`config.mk`:
```
export PLATFORM = sky130hd
export DESIGN_NAME = pwm_shadow_regs
export DESIGN_NICKNAME = d
export VERILOG_FILES = /design/src/rtl/pwm_shreg_pkg.sv /design/src/rtl/pwm_bus_decode.sv /design/src/rtl/pwm_shadow_commit.sv /design/src/rtl/pwm_status_flags.sv /design/src/rtl/pwm_shadow_regs.sv
export SDC_FILE = /design/constraint.sdc
export NUM_CORES = 1
export LEC_CHECK = 0
export ABC_AREA = 1
export CAP_MARGIN = 30
export CORE_ASPECT_RATIO = 0.7
export CORE_MARGIN = 2
export CORE_UTILIZATION = 35
export CTS_CLUSTER_DIAMETER = 150
export DETAILED_ROUTE_END_ITERATION = 8
export HOLD_SLACK_MARGIN = 0.1
export SETUP_SLACK_MARGIN = 0.2
export SYNTH_ARGS = -nofsm -noshare
export SYNTH_HDL_FRONTEND = slang
export SYNTH_HIERARCHICAL = 1
export SYNTH_SLANG_ARGS = --single-unit
```
`constraint.sdc`:
```
create_clock -name clk -period 2.5 [get_ports clk]
set_input_delay 0.5 -clock clk [delete_from_list [all_inputs] [get_ports clk]]
set_output_delay 0.5 -clock clk [all_outputs]
set_load 0.1 [all_outputs]
```
`src/rtl/pwm_shreg_pkg.sv`:
```
package pwm_shreg_pkg;
    localparam int unsigned PWM_DW     = 32;
    localparam int unsigned PWM_AW     = 4;
    localparam int unsigned NUM_REGS   = 4;
    localparam int unsigned IDX_CTRL   = 0;
    localparam int unsigned IDX_PERIOD = 1;
    localparam int unsigned IDX_DUTY   = 2;
    localparam int unsigned IDX_STATUS = 3;
    localparam int unsigned NUM_FLAGS  = 2;
    localparam int unsigned FLAG_DONE  = 0;
    localparam int unsigned FLAG_ERR   = 1;
endpackage

```
`src/rtl/pwm_bus_decode.sv`:
```
module pwm_bus_decode #(
    parameter int unsigned DATA_W = 32,
    parameter int unsigned ADDR_W = 4,
    parameter int unsigned NREG   = 4
) (
    input  logic                       clk,
    input  logic                       rst,
    input  logic                       wr_i,
    input  logic                       rd_i,
    input  logic [ADDR_W-1:0]          addr_i,
    input  logic [NREG-1:0][DATA_W-1:0] regs_i,
    output logic [NREG-1:0]            wsel_o,
    output logic [DATA_W-1:0]          rdata_o
);
    localparam int unsigned SEL_W = (NREG > 1) ? $clog2(NREG) : 1;

    typedef struct packed {
        logic [DATA_W-1:0] rdata;
    } rd_state_t;

    rd_state_t st_d, st_q;
    logic      hit;

    for (genvar g = 0; g < NREG; g++) begin : g_wsel
        assign wsel_o[g] = wr_i && (addr_i == ADDR_W'(g));
    end

    assign hit = (32'(addr_i) < 32'(NREG));

    always_comb begin
        st_d = '0;
        if (rd_i && hit) begin
            st_d.rdata = regs_i[addr_i[SEL_W-1:0]];
        end
    end

    always_ff @(posedge clk) begin
        if (rst) begin
            st_q <= '0;
        end else begin
            st_q <= st_d;
        end
    end

    assign rdata_o = st_q.rdata;
endmodule

```
`src/rtl/pwm_shadow_commit.sv`:
```
module pwm_shadow_commit #(
    parameter int unsigned DATA_W = 32
) (
    input  logic              clk,
    input  logic              rst,
    input  logic              wr_ctrl_i,
    input  logic              wr_period_i,
    input  logic              wr_duty_i,
    input  logic [DATA_W-1:0] wdata_i,
    input  logic              boundary_i,
    output logic              enable_o,
    output logic [DATA_W-1:0] shd_period_o,
    output logic [DATA_W-1:0] shd_duty_o,
    output logic [DATA_W-1:0] act_period_o,
    output logic [DATA_W-1:0] act_duty_o,
    output logic              commit_evt_o,
    output logic              bad_duty_evt_o
);
    typedef struct packed {
        logic              en;
        logic [DATA_W-1:0] shd_p;
        logic [DATA_W-1:0] shd_d;
        logic [DATA_W-1:0] act_p;
        logic [DATA_W-1:0] act_d;
    } cm_state_t;

    cm_state_t st_d, st_q;
    logic      over;
    logic      load;
    logic [DATA_W-1:0] duty_fit;

    always_comb begin
        st_d     = st_q;
        over     = (st_q.shd_d > st_q.shd_p);
        duty_fit = over ? st_q.shd_p : st_q.shd_d;
        load     = !st_q.en || boundary_i;

        if (wr_ctrl_i) begin
            st_d.en = wdata_i[0];
        end
        if (wr_period_i) begin
            st_d.shd_p = wdata_i;
        end
        if (wr_duty_i) begin
            st_d.shd_d = wdata_i;
        end
        if (load) begin
            st_d.act_p = st_q.shd_p;
            st_d.act_d = duty_fit;
        end

        commit_evt_o   = st_q.en && boundary_i;
        bad_duty_evt_o = st_q.en && boundary_i && over;
    end

    always_ff @(posedge clk) begin
        if (rst) begin
            st_q <= '0;
        end else begin
            st_q <= st_d;
        end
    end

    assign enable_o     = st_q.en;
    assign shd_period_o = st_q.shd_p;
    assign shd_duty_o   = st_q.shd_d;
    assign act_period_o = st_q.act_p;
    assign act_duty_o   = st_q.act_d;
endmodule

```
`src/rtl/pwm_status_flags.sv`:
```
module pwm_status_flags #(
    parameter int unsigned NFLAG = 2
) (
    input  logic             clk,
    input  logic             rst,
    input  logic             clr_wr_i,
    input  logic [NFLAG-1:0] clr_mask_i,
    input  logic [NFLAG-1:0] set_i,
    output logic [NFLAG-1:0] flags_o
);
    typedef struct packed {
        logic [NFLAG-1:0] bits;
    } fl_state_t;

    fl_state_t        st_d, st_q;
    logic [NFLAG-1:0] nxt;

    for (genvar g = 0; g < NFLAG; g++) begin : g_flag
        assign nxt[g] = set_i[g] || (st_q.bits[g] && !(clr_wr_i && clr_mask_i[g]));
    end

    always_comb begin
        st_d      = st_q;
        st_d.bits = nxt;
    end

    always_ff @(posedge clk) begin
        if (rst) begin
            st_q <= '0;
        end else begin
            st_q <= st_d;
        end
    end

    assign flags_o = st_q.bits;
endmodule

```
`src/rtl/pwm_shadow_regs.sv`:
```
module pwm_shadow_regs
    import pwm_shreg_pkg::*;
#(
    parameter int unsigned DATA_W = PWM_DW,
    parameter int unsigned ADDR_W = PWM_AW
) (
    input  logic              clk,
    input  logic              rst,
    input  logic              bus_wr,
    input  logic              bus_rd,
    input  logic [ADDR_W-1:0] bus_addr,
    input  logic [DATA_W-1:0] bus_wdata,
    output logic [DATA_W-1:0] bus_rdata,
    input  logic              boundary,
    output logic              pwm_enable,
    output logic [DATA_W-1:0] period_active,
    output logic [DATA_W-1:0] duty_active
);
    logic [NUM_REGS-1:0]             wsel;
    logic [NUM_REGS-1:0][DATA_W-1:0] rd_regs;
    logic [DATA_W-1:0]               shd_period;
    logic [DATA_W-1:0]               shd_duty;
    logic [NUM_FLAGS-1:0]            flags;
    logic [NUM_FLAGS-1:0]            flag_set;
    logic                            commit_evt;
    logic                            bad_evt;

    pwm_bus_decode #(
        .DATA_W (DATA_W),
        .ADDR_W (ADDR_W),
        .NREG   (NUM_REGS)
    ) u_decode (
        .clk     (clk),
        .rst     (rst),
        .wr_i    (bus_wr),
        .rd_i    (bus_rd),
        .addr_i  (bus_addr),
        .regs_i  (rd_regs),
        .wsel_o  (wsel),
        .rdata_o (bus_rdata)
    );

    pwm_shadow_commit #(
        .DATA_W (DATA_W)
    ) u_commit (
        .clk            (clk),
        .rst            (rst),
        .wr_ctrl_i      (wsel[IDX_CTRL]),
        .wr_period_i    (wsel[IDX_PERIOD]),
        .wr_duty_i      (wsel[IDX_DUTY]),
        .wdata_i        (bus_wdata),
        .boundary_i     (boundary),
        .enable_o       (pwm_enable),
        .shd_period_o   (shd_period),
        .shd_duty_o     (shd_duty),
        .act_period_o   (period_active),
        .act_duty_o     (duty_active),
        .commit_evt_o   (commit_evt),
        .bad_duty_evt_o (bad_evt)
    );

    always_comb begin
        flag_set            = '0;
        flag_set[FLAG_DONE] = commit_evt;
        flag_set[FLAG_ERR]  = bad_evt;
    end

    pwm_status_flags #(
        .NFLAG (NUM_FLAGS)
    ) u_flags (
        .clk        (clk),
        .rst        (rst),
        .clr_wr_i   (wsel[IDX_STATUS]),
        .clr_mask_i (bus_wdata[NUM_FLAGS-1:0]),
        .set_i      (flag_set),
        .flags_o    (flags)
    );

    always_comb begin
        rd_regs                                = '0;
        rd_regs[IDX_CTRL][0]                   = pwm_enable;
        rd_regs[IDX_PERIOD]                    = shd_period;
        rd_regs[IDX_DUTY]                      = shd_duty;
        rd_regs[IDX_STATUS][NUM_FLAGS-1:0]     = flags;
    end
endmodule

```
==> impl_metrics.csv, run 1 <==
group,metric,value,unit
status,status,"completed",
drt,totalWireLength,24100,um
grt,first_pass_grt_wire_length,38100,um
worst_setup_path,timing.critical_path.fanout_max,9,
timing,finalMaxSlewViolations,0,
timing,timing_hold_violations_final,0,
drt,drt_pre_antenna_iters,5,
worst_setup_path,critical_path.startpoint,"u_commit/shd_period_o[11]",
drt,postRouteAntennaNets,0,
timing,max_clock_freq,0.472,GHz
layout,finish.net_count,1356,
worst_setup_path,end_kind,"flop",
drt,avgRoutedWirePerCell,15.2,um
cts,cts-resized-gates,0,
layout,area_growth,29.4,%
timing,timing.clock.skew,12.1,ps
synth,avgSynthCellArea,6.86,um^2
cts,worst_setup_hold_path_clk_slew,70,ps
timing,setup_repair_after_global_routing_missed_its_margin,"true",
placement,placed_cells_incl_taps,1545,
grt,antenna_found_initial,1,
worst_setup_path,critical_path.n_buffers_inverters,3,
synth,synth_largest_area_cell,"sky130_fd_sc_hd__dfxtp_1",
worst_setup_path,slowest_stage,"sky130_fd_sc_hd__dfxtp_1",
grt,overall_global_routing_resource_usage,21.1,%
worst_setup_path,worstPathCellList,"inv_1 -> ha_1 -> a21oi_1 -> nand2_1 -> a21oi_1 -> nand2_1 -> nand2_1 -> nand2_2 -> buf_4 -> nand3_1 -> nand3_1 -> nand2_1 -> inv_1",
cts,cts_buffers,17,
worst_setup_path,worstReg2RegEnd,"u_commit/act_duty_o[7]",
cts,clock-sinks,163,
cts,cts_hold_buf,0,
grt,grt_start_max_net_pins,70,
worst_setup_path,reg2reg_depth,13,
worst_setup_path,timing.critical_path.max_delay_family,"simple AND/OR/NAND/NOR gates",
floorplanning,initial_core_util,35.6,%
layout,fin_util,46.0,%
floorplanning,chipHeight,128,um
placement,port_buffers,137,
worst_setup_path,timing.critical_path.arrival,2450,ps
cts,cts_setup_buffers,0,
layout,stdcell_count,1579,
drt,number_of_drc_markers_after_the_initial_detailed_route_iteration,687,
cts,clock_latency_on_the_worst_skew_pair,430,ps
grt,overall_overflow_remaining_after_global_route,0,
worst_setup_path,regToRegStartpoint,"u_commit/shd_period_o[11]",
power,design_power_total,6.47,mW
power,power_leakage,4.96,nW
timing,tns,0,ps
synth,synth_top_cells_by_area,"sky130_fd_sc_hd__dfxtp_1 43%, sky130_fd_sc_hd__nand3_1 11%, sky130_fd_sc_hd__nand2_1 9.9%",
synth,netlist_instances,1117,
cts,clk_root_buffer_cell,"sky130_fd_sc_hd__clkbuf_16",
cts,h_tree_level_count,4,
power,power_per_cell_area,652,mW/mm^2
run,maxCapViolations,0,
drt,vias_per_cell,4.75,
worst_setup_path,cp_common_cell,"sky130_fd_sc_hd__nand2_1",
layout,layout-drive-gt1-share,12.4,%
hold_path,hold_class,"reg2reg",
timing,maxSlewHeadroom,46.2,%
power,peakVddDrop,0.490,mV
worst_setup_path,cp.depth,13,
grt,first_global_vias,6832,
synth,synth-seq-area-share,42.6,%
synth,synth_seq_cells,163,
worst_setup_path,worst-endpoint-required,2830,ps
synth,mappedNetlistArea,0.00767,mm^2
drt,via_count,7493,
floorplanning,fp.dieArea,0.0231,mm^2
drt,route.detailed.drc,0,
synth,synth.top_cell.area_share,42.6,%
worst_setup_path,worst_setup_path_start_kind,"flop",
timing,timing_worst_slew_pin_value,806,ps
cts,tritoncts,"yes",
timing,setup_viol,0,
floorplanning,floorplan.core_area,0.0216,mm^2
timing,shortest_period_the_worst_path_allows,2120,ps
placement,worst_case_setup_slack_after_placement,279,ps
worst_setup_path,critical_path_capture_point,"u_commit/act_duty_o[7]",
synth,number_of_distinct_standard_cells_referenced_by_the_synthesized_netlist,22,
floorplanning,die-width,181,um
timing,final_ws_setup,382,ps
floorplanning,std_cell_rows,45,
worst_setup_path,rrSetupSlack,380,ps
worst_setup_path,timing.critical_path.slowest_cell_delay,350,ps
timing,timing.final.crit_share,84.7,%
synth,synth.yosys.warnings,6,
placement,dp_hpwl,15000,um
cts,max-clock-path-buffers,2,
placement,place_congestion,0.770,
worst_setup_path,setup.worst_path.class,"reg2reg",
floorplanning,io-pin-count,138,
-- cell families (layout without fill, tap and decap cells) --
| family | after synthesis | in the layout | share of synthesized area (%) |
|---|---|---|---|
| simple gates | 522 | 522 | 28.4 |
| compound gates | 211 | 211 | 13.9 |
| buf+inv | 188 | 307 | 9.79 |
| flops | 163 | 163 | 42.6 |
| fa+ha+maj | 32 | 32 | 5.22 |
| other cells | 1 | 62 | 0.0489 |
-- through the flow --
step                hold slack [ps]  cell area, um^2
floorplan                       442             7890
global placement                463             9300
detailed placement              466             9300
CTS                             486             9890
global route                    508             9920
finish                          485             9920
-- worst min-delay path by stage --
stage | from | end | slack (ps) | cells after the start
floorplan | u_flags/flags_o[0] | u_flags/flags_o[0] | 440 | 2
global placement | u_flags/flags_o[1] | u_flags/flags_o[1] | 460 | 2
detailed placement | u_flags/flags_o[0] | u_flags/flags_o[0] | 470 | 2
CTS | u_flags/flags_o[1] | u_flags/flags_o[1] | 490 | 2
global route | u_flags/flags_o[0] | u_flags/flags_o[0] | 510 | 2
finish | u_flags/flags_o[0] | u_flags/flags_o[0] | 480 | 2
-- flip-flops by register name, indices dropped and copies added, names as in the netlist --
name / cells
u_flags/flags_o: 2
u_commit/act_duty_o: 32
u_commit/shd_duty_o: 32
u_commit/act_period_o: 32
u_decode/rdata_o: 32
u_commit/enable_o: 1
u_commit/shd_period_o: 32
-- layout by cell type (no fill, tap or decap), types with 4 or more instances in the layout --
cell                              netlist  layout
sky130_fd_sc_hd__nor2_1               148     147
sky130_fd_sc_hd__a21oi_1               77      77
sky130_fd_sc_hd__nand2_1              203     203
sky130_fd_sc_hd__clkdlybuf4s50_1        0      38
sky130_fd_sc_hd__nand3_1              162     162
sky130_fd_sc_hd__buf_4                  8     113
sky130_fd_sc_hd__ha_1                  32      32
sky130_fd_sc_hd__conb_1                 1      61
sky130_fd_sc_hd__inv_1                109     108
sky130_fd_sc_hd__clkbuf_1              51       4
sky130_fd_sc_hd__dfxtp_1              163     163
sky130_fd_sc_hd__buf_12                 0       6
sky130_fd_sc_hd__clkbuf_16              0      18
sky130_fd_sc_hd__o21ai_0              130     130
-- synthesized netlist by cell type (all sizes together) --
library cell / n
nand2: 205
nor3: 4
buf: 23
conb: 1
inv: 112
clkinv: 2
o21a: 1
a21oi: 79
nor2: 148
a21o: 1
clkbuf: 51
nand3b: 1
dfxtp: 163
nand4: 2
o21ai: 130
ha: 32
nand3: 162
-- power breakdown --
| part | switching, mW | leakage, nW | internal [mW] |
|---|---|---|---|
| sequential | 0.0364 | 1.32 | 2.65 |
| combinational | 0.798 | 3.37 | 0.341 |
| clock | 1.09 | 0.276 | 1.55 |
| total | 1.92 | 4.96 | 4.54 |
-- area by class of cell --
class | instances | area [um^2]
well taps | 282 | 353
clock inverters | 8 | 101
flip-flops and latches | 163 | 3260
fillers | 2189 | 11600
repair buffers | 161 | 1400
inverters | 114 | 429
diodes | 1 | 2.50
clock buffers | 24 | 482
multi-input cells | 826 | 3900
-- tightest hold or removal path, stage by stage (launching register included) --
cell and delay (ps):
sky130_fd_sc_hd__dfxtp_1 310, sky130_fd_sc_hd__nand2_1 80, sky130_fd_sc_hd__a21oi_2 50
-- per-layer routing --
metal / part of all wire, % / wire length (um) / vias up / track usage [%]
met2: 42 / 10100 / 221 / 31.0
met1: 51 / 12200 / 3363 / 31.1
li1: - / - / 3890 / -
met3: 6.2 / 1500 / 19 / 4.69
met5: 0 / 0 / - / 0
met4: 1.2 / 280 / 0 / 5.17
Note: power is estimated with default switching activity, not from simulation.
==> run 2, diff against run 1 <==
==> constraint.sdc (replaced) <==
create_clock -name clk -period 1.7 [get_ports clk]
set_input_delay 0.34 -clock clk [delete_from_list [all_inputs] [get_ports clk]]
set_output_delay 0.34 -clock clk [all_outputs]
set_load 0.1 [all_outputs]
==> run 2 against run 1 <==
Effect of this change:
- the run now ends with setup timing left
- die area unchanged
- fmax is 8.5% higher
- global-route usage increased by 0.96 points
- sequential power rose by 48%
- combinational power is 110% higher
==> impl_metrics.csv, run 2 (synthesized netlist as in run 1, its figures left out) <==
group,metric,value,unit
layout,layout-drive-gt1-share,30.8,%
power,power_leakage,6.14,nW
floorplanning,fp.dieArea,0.0231,mm^2
grt,overall_global_routing_resource_usage,22.0,%
timing,tns,-7650,ps
worst_setup_path,timing.critical_path.max_delay_family,"simple AND/OR/NAND/NOR gates",
worst_setup_path,worst_setup_path_start_kind,"flop",
placement,place_congestion,0.808,
drt,route.detailed.drc,0,
layout,stdcell_count,1699,
grt,overall_overflow_remaining_after_global_route,0,
cts,cts_hold_buf,0,
timing,timing.clock.skew,8.64,ps
floorplanning,chipHeight,128,um
cts,worst_setup_hold_path_clk_slew,60,ps
grt,antenna_found_initial,0,
worst_setup_path,setup.worst_path.class,"reg2reg",
worst_setup_path,slowest_stage,"sky130_fd_sc_hd__dfxtp_2",
timing,timing.final.crit_share,115,%
floorplanning,std_cell_rows,45,
power,peakVddDrop,0.864,mV
layout,finish.net_count,1478,
status,failed_checks,"setup timing",
grt,first_global_vias,7692,
cts,clk_root_buffer_cell,"sky130_fd_sc_hd__clkbuf_16",
cts,clock-sinks,163,
worst_setup_path,worst-endpoint-required,2020,ps
worst_setup_path,timing.critical_path.slowest_cell_delay,330,ps
drt,postRouteAntennaNets,0,
drt,vias_per_cell,4.78,
timing,final_ws_setup,-253,ps
power,design_power_total,10.1,mW
timing,timing_hold_violations_final,0,
placement,port_buffers,137,
cts,max-clock-path-buffers,2,
placement,placed_cells_incl_taps,1658,
power,power_per_cell_area,785,mW/mm^2
grt,grt_start_max_net_pins,56,
layout,diodes,0,
layout,area_growth,67.2,%
drt,number_of_drc_markers_after_the_initial_detailed_route_iteration,708,
drt,via_count,8114,
cts,tritoncts,"yes",
timing,setup_viol,33,
worst_setup_path,timing.critical_path.arrival,2280,ps
floorplanning,initial_core_util,35.6,%
layout,final_cell_mix,"173 x sky130_fd_sc_hd__nand2_1, 140 x sky130_fd_sc_hd__nor2_1, 134 x sky130_fd_sc_hd__dfxtp_1",
drt,drt_pre_antenna_iters,6,
worst_setup_path,worstPathCellList,"inv_2 -> ha_4 -> nand2_4 -> nor2_4 -> nand4_1 -> nor2_2 -> nand2_2 -> nand2_4 -> nand2_8 -> buf_12 -> nand2_1 -> nand3_2 -> nand2_2 -> inv_1",
cts,clock_latency_on_the_worst_skew_pair,430,ps
floorplanning,io-pin-count,138,
placement,worst_case_setup_slack_after_placement,-338,ps
layout,fin_util,59.4,%
timing,max_clock_freq,0.512,GHz
status,status,"finished with violations",
timing,setup_repair_after_global_routing_missed_its_margin,"true",
timing,finalMaxSlewViolations,0,
grt,first_pass_grt_wire_length,40500,um
cts,cts_buffers,17,
worst_setup_path,critical_path.n_buffers_inverters,3,
worst_setup_path,end_kind,"flop",
cts,h_tree_level_count,4,
floorplanning,die-width,181,um
run,maxCapViolations,0,
layout,mostFrequentLayoutCell,"sky130_fd_sc_hd__nand2_1",
hold_path,hold_class,"reg2reg",
timing,timing_worst_slew_pin_value,502,ps
drt,totalWireLength,25400,um
drt,avgRoutedWirePerCell,15.0,um
floorplanning,floorplan.core_area,0.0216,mm^2
timing,maxSlewHeadroom,66.6,%
timing,shortest_period_the_worst_path_allows,1950,ps
placement,dp_hpwl,16600,um
worst_setup_path,timing.critical_path.fanout_max,10,
run 2: changes by cell type in the layout (fill, tap and decap cells not counted), moves of 28 or more:
cell | previous run | this run
sky130_fd_sc_hd__buf_12 | 6 | 111
sky130_fd_sc_hd__nand3_1 | 162 | 129
sky130_fd_sc_hd__nand3_2 | 0 | 32
sky130_fd_sc_hd__nand2_1 | 203 | 173
sky130_fd_sc_hd__dfxtp_1 | 163 | 134
sky130_fd_sc_hd__inv_1 | 108 | 79
sky130_fd_sc_hd__inv_2 | 3 | 32
sky130_fd_sc_hd__dfxtp_2 | 0 | 28
run 2: tightest hold or removal path, stage by stage (launching register included):
cell                      delay (ps)
sky130_fd_sc_hd__dfxtp_1         310
sky130_fd_sc_hd__nand2_1          80
sky130_fd_sc_hd__a21oi_2          50
run 2: metrics by stage:
stage	hold WS, ps	area, um^2
after floorplan	402	8130
after global placement	463	11600
after detailed placement	466	11600
after CTS	481	12600
after global routing	518	12800
final	481	12800
run 2: final cells by class:
type,count,area (um^2)
clock buffer,22,474
clock inverter,9,80.1
fill,1871,8750
inverter,114,432
multi-input combinational,826,4510
sequential,163,3300
tap,282,353
timing repair buffer,283,3670
run 2: repair_timing:
item                                   4_1_cts  5_1_grt
cloned                                       2        1
pin swaps                                   17       14
setup endpoints to repair                   35       89
endpoints found under the hold margin        0        0
buffers inserted                             5        2
gates resized for setup                     68       75
run 2: final timing paths:
kind,startpoint,end,cells past startpoint,slack [ps]
setup reg to reg,u_commit/shd_period_o[21],u_commit/act_duty_o[10],14,-250
hold / removal,u_flags/flags_o[0],u_flags/flags_o[0],2,480
setup / recovery,u_commit/shd_period_o[21],u_commit/act_duty_o[10],14,-250
hold reg to reg,u_flags/flags_o[0],u_flags/flags_o[0],2,480
run 2: layer usage:
metal / global-route usage [%] / up-vias / share of wire (%)
met5: 0 / - / 0
met4: 7.12 / 0 / 1.1
met1: 30.7 / 3671 / 47
li1: - / 4131 / -
met2: 33.7 / 283 / 44
met3: 5.09 / 29 / 7.4
run 2: report_power, final:
group / switching [mW] / internal (mW) / total (mW) / leakage [nW]
sequential: 0.0689 / 3.90 / 3.97 / 1.33
combinational: 1.45 / 0.955 / 2.41 / 4.54
clock: 1.57 / 2.12 / 3.69 / 0.272
total: 3.09 / 6.97 / 10.1 / 6.14
==> run 3, diff against run 2 <==
--- a/config.mk
+++ b/config.mk
@@ -7,7 +7,7 @@
 export LEC_CHECK = 0
 export ABC_AREA = 1
 export CAP_MARGIN = 30
-export CORE_ASPECT_RATIO = 0.7
+export CORE_ASPECT_RATIO = 1.75
 export CORE_MARGIN = 2
 export CORE_UTILIZATION = 35
 export CTS_CLUSTER_DIAMETER = 150
==> run 3 against run 2 <==
Effect of this change:
- the run still ends with setup timing left
- clock power up 9.2%
- sequential share of layout area up 0.29 points
- fmax down 2.5%
- non-clock buffer count up 5
- first-iteration DRC count down 44%
- via count up 2.7%
- sequential cell count unchanged
- clock-buffer cell count down 2
- critical path depth unchanged
- worst hold slack worse by 65 ps
- final area down 1.2%
==> impl_metrics.csv, run 3 (synthesized netlist as in run 1, its figures left out) <==
group,metric,value,unit
floorplanning,floorplan.core_area,0.0215,mm^2
worst_setup_path,timing.critical_path.slowest_cell_delay,340,ps
placement,place_congestion,0.834,
worst_setup_path,setup.worst_path.class,"reg2reg",
worst_setup_path,timing.critical_path.max_delay_family,"simple AND/OR/NAND/NOR gates",
run,maxCapViolations,0,
cts,worst_setup_hold_path_clk_slew,70,ps
layout,finish.net_count,1483,
cts,h_tree_level_count,4,
placement,placement_stage_cell_area,0.0117,mm^2
layout,total_area_of_multi_input_combinational_cells,0.00428,mm^2
cts,clock-sinks,163,
hold_path,hold_class,"in2reg",
timing,setup_viol,33,
drt,route.detailed.drc,0,
status,status,"finished with violations",
timing,setup_repair_after_global_routing_missed_its_margin,"true",
grt,first_global_vias,8327,
drt,number_of_drc_markers_after_the_initial_detailed_route_iteration,399,
power,power_per_cell_area,805,mW/mm^2
drt,avgRoutedWirePerCell,15.6,um
floorplanning,initial_core_util,35.7,%
floorplanning,chipHeight,200,um
timing,max_clock_freq,0.499,GHz
worst_setup_path,worst_setup_path_start_kind,"flop",
drt,postRouteAntennaNets,0,
drt,totalWireLength,26700,um
timing,timing_hold_violations_final,0,
timing,timing.final.crit_share,118,%
worst_setup_path,end_kind,"flop",
timing,timing.clock.skew,10.2,ps
grt,first_pass_grt_wire_length,41000,um
status,failed_checks,"setup timing",
layout,finalInstanceArea,0.0127,mm^2
floorplanning,io-pin-count,138,
grt,grtUsageMet2,42.6,%
placement,worst_case_setup_slack_after_placement,-314,ps
grt,grt.met1_usage,24.3,%
worst_setup_path,slowest_stage,"sky130_fd_sc_hd__dfxtp_2",
cts,cts_buffers,17,
layout,nFillCells,1960,
worst_setup_path,timing.critical_path.fanout_max,9,
power,power_leakage,6.08,nW
layout,seqCellArea,0.00330,mm^2
cts,cts_hold_buf,0,
grt,overall_global_routing_resource_usage,23.0,%
worst_setup_path,cp_common_cell,"sky130_fd_sc_hd__nand2_1",
drt,drt_pre_antenna_iters,5,
grt,grt.busiest_layer,"met2",
cts,tritoncts,"yes",
drt,via_count,8335,
power,peakVddDrop,0.508,mV
worst_setup_path,critical_path.n_buffers_inverters,3,
worst_setup_path,worstPathCellList,"inv_2 -> ha_4 -> nand2_1 -> nor2_1 -> nand2_1 -> nor2_2 -> nand2_2 -> nand2_4 -> nand2_8 -> clkbuf_16 -> nand2_1 -> nand3_1 -> nand2_1 -> inv_1",
timing,final_ws_setup,-304,ps
grt,grt_start_max_net_pins,55,
floorplanning,fp.dieArea,0.0232,mm^2
layout,fin_util,58.9,%
layout,final_cell_mix,"185 x sky130_fd_sc_hd__nand2_1, 149 x sky130_fd_sc_hd__nand3_1, 141 x sky130_fd_sc_hd__nor2_1",
grt,antenna_found_initial,0,
placement,port_buffers,137,
grt,overall_overflow_remaining_after_global_route,0,
placement,dp_hpwl,17800,um
grt,globalRouteMet3Util,4.20,%
layout,layout-drive-gt1-share,28.0,%
worst_setup_path,worst-endpoint-required,2040,ps
cts,clk_root_buffer_cell,"sky130_fd_sc_hd__clkbuf_16",
floorplanning,die-width,116,um
timing,shortest_period_the_worst_path_allows,2000,ps
layout,area_growth,65.1,%
cts,max-clock-path-buffers,2,
cts,clock_latency_on_the_worst_skew_pair,440,ps
layout,mostFrequentLayoutCell,"sky130_fd_sc_hd__nand2_1",
worst_setup_path,timing.critical_path.arrival,2340,ps
timing,finalMaxSlewViolations,0,
layout,diodes,0,
drt,vias_per_cell,4.86,
power,design_power_total,10.2,mW
floorplanning,std_cell_rows,71,
-- run 3: cell type report --
cell class	instances	area share, %
multi-input combinational	826	33.8
timing repair buffer	288	29.0
sequential	163	26.0
clock buffer	20	3.61
inverter	114	3.41
tap	292	2.89
clock inverter	12	1.24
-- run 3: worst paths after layout --
check	start	end	slack, ps	depth (start not counted)
worst max-delay path	u_commit/shd_period_o[29]	u_commit/act_duty_o[19]	-300	14
worst min-delay path	bus_addr[1]	u_commit/shd_period_o[0]	420	4
worst max register to register	u_commit/shd_period_o[29]	u_commit/act_duty_o[19]	-300	14
worst min register to register	u_flags/flags_o[0]	u_flags/flags_o[0]	470	2
-- run 3: routing by layer --
layer  wire, um  vias to the layer above
met5          0                        -
met4       1190                        0
met3       1210                       72
met2      14300                      267
met1      10000                     3853
li1           -                     4143
-- run 3: worst reg2reg max path: stages (launching register included) --
cell	delay, ps
sky130_fd_sc_hd__dfxtp_2	340
sky130_fd_sc_hd__inv_2	60
sky130_fd_sc_hd__ha_4	260
sky130_fd_sc_hd__nand2_1	60
sky130_fd_sc_hd__nor2_1	150
sky130_fd_sc_hd__nand2_1	110
sky130_fd_sc_hd__nor2_2	190
sky130_fd_sc_hd__nand2_2	90
sky130_fd_sc_hd__nand2_4	130
sky130_fd_sc_hd__nand2_8	100
sky130_fd_sc_hd__clkbuf_16	190
sky130_fd_sc_hd__nand2_1	60
sky130_fd_sc_hd__nand3_1	70
sky130_fd_sc_hd__nand2_1	60
sky130_fd_sc_hd__inv_1	30
-- run 3: power by group --
group | leakage (nW) | switching (mW) | internal, mW | total, mW
sequential | 1.33 | 0.0687 | 3.90 | 3.97
clock | 0.288 | 1.65 | 2.39 | 4.03
combinational | 4.46 | 1.36 | 0.840 | 2.20
-- run 3: repair_timing --
item                                    4_1_cts  5_1_grt
resized for setup                            32       32
pin swaps                                     8       15
cloned                                        0        3
endpoints found under the setup margin       40       65
setup buffers                                 0        2
-- run 3: through the flow --
step                      TNS, ps  hold WS, ps  instances
after detailed placement   -21880          457       1678
final                       -8990          416       1715
after global placement     -18100          456       1678
after floorplan              -220          402       1177
after CTS                   -7010          379       1710
after global routing       -12750          403       1715
